**src/rtl/uart9_pkg.sv**
```systemverilog
package uart9_pkg;

    typedef enum logic [1:0] {
        S_IDLE,
        S_START,
        S_DATA,
        S_STOP
    } frame_st_t;

    localparam logic [2:0] MODE_OFF = 3'd7;
    localparam int unsigned OVERSAMPLE = 16;
    localparam int unsigned TOP_RATE = 115200;

    // Prescale count for one oversampling tick at a given speed setting
    function automatic int unsigned step_div(int unsigned clk_hz, logic [2:0] mode);
        int unsigned slow;
        int unsigned d;
        case (mode)
            3'd0:    slow = 1;
            3'd1:    slow = 2;
            3'd2:    slow = 3;
            3'd3:    slow = 6;
            3'd4:    slow = 12;
            3'd5:    slow = 24;
            default: slow = 48;
        endcase
        d = clk_hz / (OVERSAMPLE * (TOP_RATE / slow));
        return (d == 0) ? 1 : d;
    endfunction

endpackage

```
**src/rtl/uart9_baud.sv**
```systemverilog
module uart9_baud
    import uart9_pkg::*;
#(
    parameter int unsigned CLK_HZ = 100_000_000
) (
    input  logic       clk,
    input  logic       rst_n,
    input  logic [2:0] mode,
    output logic       tick
);
    localparam int unsigned MAXDIV = step_div(CLK_HZ, 3'd6);
    localparam int unsigned CW = $clog2(MAXDIV + 1);

    logic [CW-1:0] div_tab [8];
    logic [CW-1:0] cnt;

    for (genvar g = 0; g < 8; g++) begin : g_tab
        assign div_tab[g] = CW'(step_div(CLK_HZ, 3'(g)) - 1);
    end

    always_ff @(posedge clk) begin
        if (!rst_n || mode == MODE_OFF) begin
            cnt  <= '0;
            tick <= 1'b0;
        end else if (cnt >= div_tab[mode]) begin
            cnt  <= '0;
            tick <= 1'b1;
        end else begin
            cnt  <= cnt + 1'b1;
            tick <= 1'b0;
        end
    end
endmodule

```
**src/rtl/uart9_tx.sv**
```systemverilog
module uart9_tx
    import uart9_pkg::*;
(
    input  logic       clk,
    input  logic       rst_n,
    input  logic       en,
    input  logic       tick,
    input  logic       go,
    input  logic       nine,
    input  logic [8:0] data,
    output logic       txd,
    output logic       busy
);
    frame_st_t st, nxt;
    logic [3:0] cnt;
    logic [3:0] idx;
    logic [3:0] last;
    logic [8:0] sh;
    logic       bit_end;

    assign bit_end = tick && (cnt == 4'd15);

    always_ff @(posedge clk) begin
        if (!rst_n || !en) begin
            st   <= S_IDLE;
            cnt  <= '0;
            idx  <= '0;
            last <= 4'd7;
            sh   <= '0;
        end else begin
            st <= nxt;
            if (st == S_IDLE) begin
                if (go) begin
                    sh   <= data;
                    last <= nine ? 4'd8 : 4'd7;
                    cnt  <= '0;
                    idx  <= '0;
                end
            end else if (tick) begin
                cnt <= cnt + 1'b1;
                if (st == S_DATA && cnt == 4'd15) begin
                    idx <= idx + 1'b1;
                end
            end
        end
    end

    always_comb begin
        nxt = st;
        unique case (st)
            S_IDLE:  if (go) nxt = S_START;
            S_START: if (bit_end) nxt = S_DATA;
            S_DATA:  if (bit_end && idx == last) nxt = S_STOP;
            S_STOP:  if (bit_end) nxt = S_IDLE;
        endcase
    end

    always_comb begin
        unique case (st)
            S_IDLE:  txd = 1'b1;
            S_START: txd = 1'b0;
            S_DATA:  txd = sh[idx];
            S_STOP:  txd = 1'b1;
        endcase
        busy = (st != S_IDLE);
    end
endmodule

```
**src/rtl/uart9_rx.sv**
```systemverilog
module uart9_rx
    import uart9_pkg::*;
(
    input  logic       clk,
    input  logic       rst_n,
    input  logic       en,
    input  logic       tick,
    input  logic       nine,
    input  logic       rxd,
    output logic       valid,
    output logic [8:0] data
);
    frame_st_t st, nxt;
    logic [1:0] sync;
    logic       rx_s;
    logic [3:0] cnt;
    logic [3:0] idx;
    logic [3:0] last;
    logic [8:0] sh;

    assign rx_s = sync[1];
    assign last = nine ? 4'd8 : 4'd7;

    always_ff @(posedge clk) begin
        if (!rst_n) begin
            sync <= 2'b11;
        end else begin
            sync <= {sync[0], rxd};
        end
    end

    always_ff @(posedge clk) begin
        if (!rst_n || !en) begin
            st    <= S_IDLE;
            cnt   <= '0;
            idx   <= '0;
            sh    <= '0;
            valid <= 1'b0;
            data  <= '0;
        end else begin
            st    <= nxt;
            valid <= 1'b0;
            unique case (st)
                S_IDLE: begin
                    cnt <= '0;
                    idx <= '0;
                    sh  <= '0;
                end
                S_START: if (tick) cnt <= (cnt == 4'd7) ? 4'd0 : cnt + 1'b1;
                S_DATA: if (tick) begin
                    cnt <= cnt + 1'b1;
                    if (cnt == 4'd15) begin
                        sh[idx] <= rx_s;
                        idx     <= idx + 1'b1;
                    end
                end
                S_STOP: if (tick) begin
                    cnt <= cnt + 1'b1;
                    if (cnt == 4'd15 && rx_s) begin
                        valid <= 1'b1;
                        data  <= sh;
                    end
                end
            endcase
        end
    end

    always_comb begin
        nxt = st;
        unique case (st)
            S_IDLE:  if (!rx_s) nxt = S_START;
            S_START: if (tick && cnt == 4'd7) nxt = rx_s ? S_IDLE : S_DATA;
            S_DATA:  if (tick && cnt == 4'd15 && idx == last) nxt = S_STOP;
            S_STOP:  if (tick && cnt == 4'd15) nxt = S_IDLE;
        endcase
    end

    // a frame is only ever delivered from the stop state
    a_r8_deliver_from_stop: assert property (@(posedge clk) disable iff (!rst_n)
        $rose(valid) |-> $past(st) == S_STOP);
endmodule

```
**src/rtl/uart9_core.sv**
```systemverilog
module uart9_core
    import uart9_pkg::*;
#(
    parameter int unsigned CLK_HZ = 100_000_000
) (
    input  logic        clk,
    input  logic        rst_n,
    input  logic        bus_cs,
    input  logic        bus_wr,
    input  logic        bus_addr,
    input  logic [15:0] bus_wdata,
    output logic [15:0] bus_rdata,
    output logic        irq,
    input  logic        cts,
    output logic        rts,
    input  logic        rxd,
    output logic        txd
);
    logic       rts_q, nine_q;
    logic [2:0] mode_q;
    logic       en;
    logic       tick;
    logic [1:0] cts_sync;
    logic       cts_s;
    logic       hold_valid;
    logic [8:0] hold_data;
    logic       tx_go, tx_busy, tx_active, active_q, txdone;
    logic       rx_valid, rx_ready, ovr;
    logic [8:0] rx_word, rx_buf;
    logic       rd_stat, rd_data, wr_stat, wr_data, rd_any;

    assign rd_stat = bus_cs && !bus_wr && !bus_addr;
    assign rd_data = bus_cs && !bus_wr && bus_addr;
    assign wr_stat = bus_cs && bus_wr && !bus_addr;
    assign wr_data = bus_cs && bus_wr && bus_addr;
    assign rd_any  = rd_stat || rd_data;
    assign en      = (mode_q != MODE_OFF);
    assign cts_s   = cts_sync[1];
    assign rts     = rts_q;

    uart9_baud #(.CLK_HZ(CLK_HZ)) u_baud (
        .clk(clk), .rst_n(rst_n), .mode(mode_q), .tick(tick)
    );

    uart9_tx u_tx (
        .clk(clk), .rst_n(rst_n), .en(en), .tick(tick), .go(tx_go),
        .nine(nine_q), .data(hold_data), .txd(txd), .busy(tx_busy)
    );

    uart9_rx u_rx (
        .clk(clk), .rst_n(rst_n), .en(en), .tick(tick), .nine(nine_q),
        .rxd(rxd), .valid(rx_valid), .data(rx_word)
    );

    always_ff @(posedge clk) begin
        if (!rst_n) begin
            cts_sync <= 2'b00;
        end else begin
            cts_sync <= {cts_sync[0], cts};
        end
    end

    // control fields
    always_ff @(posedge clk) begin
        if (!rst_n) begin
            rts_q  <= 1'b0;
            mode_q <= 3'd0;
            nine_q <= 1'b0;
        end else if (wr_stat) begin
            rts_q  <= bus_wdata[4];
            mode_q <= bus_wdata[7:5];
            nine_q <= bus_wdata[8];
        end
    end

    // transmit holding buffer
    assign tx_go     = hold_valid && cts_s && en && !tx_busy;
    assign tx_active = hold_valid || tx_busy;

    always_ff @(posedge clk) begin
        if (!rst_n) begin
            hold_valid <= 1'b0;
            hold_data  <= '0;
        end else if (tx_go) begin
            hold_valid <= 1'b0;
        end else if (wr_data && !hold_valid) begin
            hold_valid <= 1'b1;
            hold_data  <= bus_wdata[8:0];
        end
    end

    // transmit-done cause
    always_ff @(posedge clk) begin
        if (!rst_n) begin
            active_q <= 1'b0;
            txdone   <= 1'b0;
        end else begin
            active_q <= tx_active;
            if (active_q && !tx_active) begin
                txdone <= 1'b1;
            end else if (rd_any) begin
                txdone <= 1'b0;
            end
        end
    end

    // receive buffer and flags
    always_ff @(posedge clk) begin
        if (!rst_n) begin
            rx_ready <= 1'b0;
            rx_buf   <= '0;
            ovr      <= 1'b0;
        end else begin
            if (rx_valid) begin
                rx_buf   <= rx_word;
                rx_ready <= 1'b1;
            end else if (rd_data) begin
                rx_ready <= 1'b0;
            end
            if (rx_valid && rx_ready && !rd_data) begin
                ovr <= 1'b1;
            end else if (rd_stat) begin
                ovr <= 1'b0;
            end
        end
    end

    assign irq = en && (rx_ready || txdone);

    always_comb begin
        bus_rdata = '0;
        if (rd_stat) begin
            bus_rdata = {7'd0, nine_q, mode_q, rts_q, cts_s, ovr, rx_ready, !hold_valid};
        end else if (rd_data) begin
            bus_rdata = {7'd0, rx_buf};
        end
    end

    // a frame may only begin after CTS was seen high
    a_r6_cts_gate: assert property (@(posedge clk) disable iff (!rst_n)
        $rose(tx_busy) |-> $past(cts_s));

    // the line stays idle while the port is switched off
    a_r12_off_line: assert property (@(posedge clk) disable iff (!rst_n)
        (!en && $past(!en)) |-> txd);

    // a completed frame while data is waiting flags overrun
    a_r9_overrun_set: assert property (@(posedge clk) disable iff (!rst_n)
        (rx_valid && rx_ready && !rd_data) |=> ovr);

    // reading the data word drops the ready flag
    a_r7_read_clears: assert property (@(posedge clk) disable iff (!rst_n)
        (rd_data && !rx_valid) |=> !rx_ready);

    // a write into a full buffer leaves the held character alone
    a_r5_hold_keep: assert property (@(posedge clk) disable iff (!rst_n)
        (hold_valid && wr_data && !tx_go) |=> $stable(hold_data));

    // the transmitter going idle raises the interrupt
    a_r11_done_irq: assert property (@(posedge clk) disable iff (!rst_n)
        (active_q && !tx_active && en) |=> (irq || mode_q == MODE_OFF));
endmodule

```
**config.mk**
```make
export PLATFORM = sky130hd
export DESIGN_NAME = uart9_core
export DESIGN_NICKNAME = d
export VERILOG_FILES = /design/src/rtl/uart9_pkg.sv /design/src/rtl/uart9_baud.sv /design/src/rtl/uart9_tx.sv /design/src/rtl/uart9_rx.sv /design/src/rtl/uart9_core.sv
export SDC_FILE = /design/constraint.sdc
export NUM_CORES = 1
export LEC_CHECK = 0
export CORE_ASPECT_RATIO = 0.8
export CORE_MARGIN = 1.5
export CORE_UTILIZATION = 45
export DETAILED_ROUTE_END_ITERATION = 7
export GPL_TIMING_DRIVEN = 0
export PLACE_DENSITY = 0.65
export REMOVE_ABC_BUFFERS = 1
export SYNTH_ARGS = -nofsm -noshare
export SYNTH_HDL_FRONTEND = slang
export SYNTH_SLANG_ARGS = --single-unit
```
**constraint.sdc**
```tcl
create_clock -name clk -period 4.4 [get_ports clk]
set_input_delay 0.88 -clock clk [delete_from_list [all_inputs] [get_ports clk]]
set_output_delay 0.88 -clock clk [all_outputs]
set_load 0.01 [all_outputs]
```
======== Word level (Yosys, flattened, before mapping) ========
Memories as Yosys holds them, arrays and structs flattened.
Cells that the tools add are included.
W data, S select, Z words.
operators by class
  reduce and logical (&&, ||, !) cells .... 58
  equality and inequality tests ........... 25
  mux-type cells .......................... 46
  div/mod/pow operators ................... 0
  magnitude comparators ................... 5
  shift operators ......................... 0
  bitwise gates (word level) .............. 5
  add/sub/neg operators ................... 5
  multiply operators ...................... 0
operator list
  cell                     number
  $mux W4                  12
  $mux W9                  4
  $mux W12                 2
  $logic_and A1 B1 Y1      22
  $mux W2                  9
  $pmux W9 S2              1
  $add A4 B1 Y4 const B    4
  $pmux W2 S4              2
  $ne A2 B1 Y1 const B     7
  $reduce_bool A2 Y1       7
  $add A12 B1 Y12 const B  1
  $ge A12 B12 Y1           1
  $pmux W4 S3              1
  $lt A4 B5 Y1 const B     2
  $mux W1                  10
  $ne A2 B2 Y1 const B     5
  $bwmux W9                1
  $reduce_and A3 Y1        3
  $eq A2 B2 Y1 const B     4
  $eq A4 B4 Y1             2
  $eq A4 B4 Y1 const B     2
  $logic_not A1 Y1         8
  $pmux W4 S2              1
  $reduce_and A2 Y1        4
  16 further kinds         29
word-level totals
  memory bits (writable) .................. 0
  bits of input ports ..................... 23
  register bits ........................... 97
  latch bits .............................. 0
  output and inout port bits .............. 19
  memories ................................ 1
  bits in read-only memories .............. 96
memory list
  name              words  bits a word  read ports  clocked after memory_dff  write ports  RTL line          RTL
  (name not given)  8      12           1           0                         0            uart9_baud.sv:25  end else if (cnt >= div_tab[mode]) begin

======== Longest topological paths before layout ========
Gate-level depths: netlist (run 1).
  depth after elaboration ................. 8
  mapped depth ............................ 11
  depth with buffers taken out ............ 10

======== Hierarchy ========
A second synthesis (run 1) with hierarchy kept.
second synthesis, totals
  cell total of the unflattened synthesis .. 520
  area total of the unflattened synthesis .. 4,777.1 sq um
modules (own cells, without submodules)
  module      seq. area each (sq um)  times used  area each (sq um)  cells each
  uart9_rx    620.6                   1           1,388.8            149
  uart9_core  600.6                   1           1,376.3            144
  uart9_tx    420.4                   1           1,037.2            118
  uart9_baud  260.2                   1           974.7              109

======== Least setup slack after synthesis (run 1) ========
Ideal clock, no wire load.
  path kind ............................... input to output
  start point ............................. input port bus_addr
  end point ............................... output port bus_rdata[1]
  stages .................................. 3
  setup slack ............................. 1.933 ns
  buffers on the path ..................... 1
  arrival time ............................ 1.587 ns
  cell sequence ........................... buf_1 > mux2i_1 > nor2_1
on the way
  word-level cells in the longest chain between the ends .. 3
  elaborated cells on any way between the ends .. 5
  classes of those cells .................. 2 x mux; 3 x reduce/logical
ends and longest elaborated chain
  what                                                     RTL line                             RTL
  from (decl)                                              uart9_core.sv:10                     input logic bus_addr,
  $logic_and A1 B1 Y1 or $logic_not A1 Y1 (tied branches)  uart9_core.sv:33, uart9_core.sv:32
  $mux W9 or $logic_and A1 B1 Y1 (tied branches)           uart9_core.sv:134, uart9_core.sv:32
  $mux W9 *                                                uart9_core.sv:132                    if (rd_stat) begin
  to (decl)                                                uart9_core.sv:12                     output logic [15:0] bus_rdata,
Mark *: on every way between the ends. The rest lies on a longest branch, timed or not.

======== Worst setup path in the final report (run 1) ========
  start point ............................. input port bus_addr
  end point ............................... output port bus_rdata[6]
Same word-level chain as after synthesis.

==> reports/metrics.yaml, run 1 <==
grtUsageMet3: 0.04647
holdPathEnd: "u_rx.sync[1]$_SDFF_PN1_"
numCtsBuffers: 9
p_leak_nw: 1.966
yosysTopAreaCellShare: 0.4199
ys_dominant_reg_cell: "dfxtp_1"
switching_power_mw: 0.4106
cts_resized: 0
multi_input_area_mm2: 0.002444
status: "finished, final reports clean"
ys_seq_area_frac: 0.4199
rsz0062_at_grt: "false"
cts_tree: "done"
syn_inst: 519
grt_use_met2: 0.2946
vias_per_cell: 5.126
antenna_found_initial: 0
tightest_slew_ns: 0.8750
via_count: 3450
synth_top_area_cell: "dfxtp_1"
crit_type: "input port to output pin"
grt_pass1_wl_um: 15770
post-route-drc-count: 0
cts_setup_buffers: 0
drive_above_1_share: 0.03538
n_fill_cell: 933
swShare: 0.2359
cts_hold_buf: 0
grt_max_degree: 40
yosysMostFrequentCell: "dfxtp_1"
grt_pass1_vias: 3318
period_share: 0.8128
initial_utilization: 0.4655
grt_overflow: 0
cp.required_ns: 3.52
finalHoldViolCount: 0
coreArea_mm2: 0.009729
ys_async_sr_fraction: 0
seqCellArea_mm2: 0.001902
hp-start: "u_rx.sync[0]$_SDFF_PN1_"
worstSetupStartpointType: "input port"
syn_to_final_growth_pct: 12.73
synth.area.top_cells: "dfxtp_1, mux2i_1, ha_1, nor2_1, nand2_1"
cellPowerDensity_mw_per_mm2: 340.9
ant_nets: 0
diodes: 0
r2r_slack_ns: 1.58
max_freq_mhz: 279.6
crit_arrival_ns: 2.70
setup_viol: 0
final.min_clock_period_ns: 3.576
cts_root_buf: "clkbuf_16"
utilization: 0.5248
hpwlAfterDp_um: 6394
hold_depth: 1
finalMaxSlewViolations: 0
seq_power_share: 0.511
totalWireLength_um: 8980
fin_nets: 585
hp-class: "flop to flop"
peakVddDrop_mv: 0.1969
worstSkewPairLatency_ns: 0.34
synth_edf_count: 0
drtPass1Iterations: 4
crit_path_end_kind: "output pin"
syn_area_mm2: 0.004529
power.internal_mw: 1.330
rr_endpoint: "u_baud.cnt[11]$_SDFF_PP0_"
clockPowerShare: 0.412
cap_violations: 0
met1_usage: 0.2524
gp_congestion: 0.7665
cp_max_fo: 14
yosys_warnings: 0
grt.busiest_layer: "met2"
cts_buffer_depth: 2
path_clk_slew_ns: 0.06
die_area_mm2: 0.01068
r2r_start: "mode_q[1]$_SDFFE_PN0P_"
first_iter_violations: 167
clock-sinks: 95
synth.avg_cell_area_um2: 8.727
p_comb_frac: 0.077
reg2reg_depth: 10
die_y_um: 92.74
post_synth_num_cell_types: 48
cts_htree_levels: 3
setup_slack_ns: 0.8238
dp_slack_ns: 0.8396
ys_top_cells_by_count: "dfxtp_1, nor2_1, nand2_1"
wl_per_cell_um: 13.34
slew_headroom: 0.4141
fin_area_mm2: 0.005106
io_buffers: 27
ys_seq_elements: 95
tns_ns: 0
pin_count: 42
chipWidth_um: 115.2
fp-row-count: 32
fin_worst_skew_ns: 0.006210
grtUsageTotal: 0.1861
dpl-instance-area_mm2: 0.004836
## placed cells by master (no fill, tap or decap), types with 3 or more instances in the layout
cell and instances:
a211oi_1 3, a21o_1 3, a21oi_1 41, a31oi_1 4, and2_1 4, and3_1 5, clkbuf_1 3, clkbuf_16 9
clkdlybuf4s50_1 27, conb_1 7, dfxtp_1 95, ha_1 29, inv_1 13, mux2i_1 44, nand2_1 61, nand2b_1 5
nand3_1 22, nand3b_1 4, nand4_1 8, nor2_1 77, nor2b_1 6, nor3_1 7, nor3b_1 3, o21a_1 3
o21ai_0 9, xnor2_1 6, xor2_1 11
## cells by family (layout without fill, tap and decap cells)
logic type / after synthesis / after routing / synth area share
AOI/OAI and AO/OA: 76 / 76 / 0.1000
xor gates and xnor gates: 17 / 17 / 0.03287
adders and majority gates: 29 / 29 / 0.08011
buffers and inverters: 44 / 56 / 0.04613
DFF: 95 / 95 / 0.4199
muxes: 47 / 47 / 0.1113
other: 1 / 7 / 0.0008279
and+or+nand+nor: 210 / 210 / 0.2088
## cell type report
type | count | share of cell area
multi-input cells | 386 | 0.4786
flip-flops and latches | 95 | 0.3725
repair buffers | 27 | 0.05293
clock buffers | 13 | 0.04901
well taps | 136 | 0.03333
inverters | 14 | 0.01029
clock inverters | 2 | 0.003431
## worst max-delay path by stage
stage | startpoint | end | slack, ns | cells past startpoint
after floorplan | u_tx.idx[0]$_SDFFE_PP0P_ | txd | 2.06 | 4
after global placement | bus_addr | bus_rdata[6] | 0.85 | 4
after detailed placement | bus_addr | bus_rdata[8] | 0.84 | 4
after CTS | bus_addr | bus_rdata[8] | 0.84 | 4
after global routing | bus_addr | bus_rdata[0] | 0.73 | 4
final | bus_addr | bus_rdata[6] | 0.82 | 4
## registers in the layout, indices dropped and copies added (netlist names), 9 cells and up, named ones only
signal      flops
u_rx.data       9
u_baud.cnt     12
hold_data       9
u_tx.sh         9
rx_buf          9
u_rx.sh         9
## routing by layer
| layer | share of wire | up-vias | routed length, µm |
|---|---|---|---|
| li1 | - | 1791 | - |
| met5 | 0 | - | 0 |
| met3 | 0.024 | 7 | 214 |
| met4 | 0.0097 | 0 | 87 |
| met1 | 0.52 | 1620 | 4686 |
| met2 | 0.44 | 32 | 3992 |
## power groups by stage
stage	Clock (mW)	Combinational, mW	Sequential, mW
after floorplan	0	0.0820	0.904
after global placement	0	0.130	0.908
after detailed placement	0	0.134	0.909
after global routing	0.775	0.150	0.892
final	0.717	0.134	0.889
after CTS	0.739	0.134	0.889
## through the flow
step | std cells | power (mW) | hold WS (ns)
CTS | 673 | 1.762 | 0.4112
finish | 673 | 1.741 | 0.4089
detailed placement | 658 | 1.042 | 0.3964
floorplan | 495 | 0.9863 | 0.3863
global placement | 658 | 1.039 | 0.3980
global route | 673 | 1.817 | 0.4309
## critical path, stage by stage
cell             delay (ns)
clkdlybuf4s50_1        0.91
mux2i_1                0.16
nor2_1                 0.18
clkdlybuf4s50_1        0.57
(Power assumes the default switching activity.)
==> inputs of run 2 (changes only) <==
==> constraint.sdc (replaced) <==
create_clock -name clk -period 3.56 [get_ports clk]
set_input_delay 0.712 -clock clk [delete_from_list [all_inputs] [get_ports clk]]
set_output_delay 0.712 -clock clk [all_outputs]
set_load 0.01 [all_outputs]
==> results of run 2 <==
The final DEF is identical to that of run 1. Status: finished, final reports clean.
Main changes from that run: setup slack after placement 0.8396 ns -> 0.3356 ns; setup slack after layout 0.8238 ns -> 0.3198 ns; register-to-register setup slack 1.58 ns -> 0.74 ns; total power 1.741 mW -> 2.151 mW; worst IR drop on VDD 0.1969 mV -> 0.2434 mV
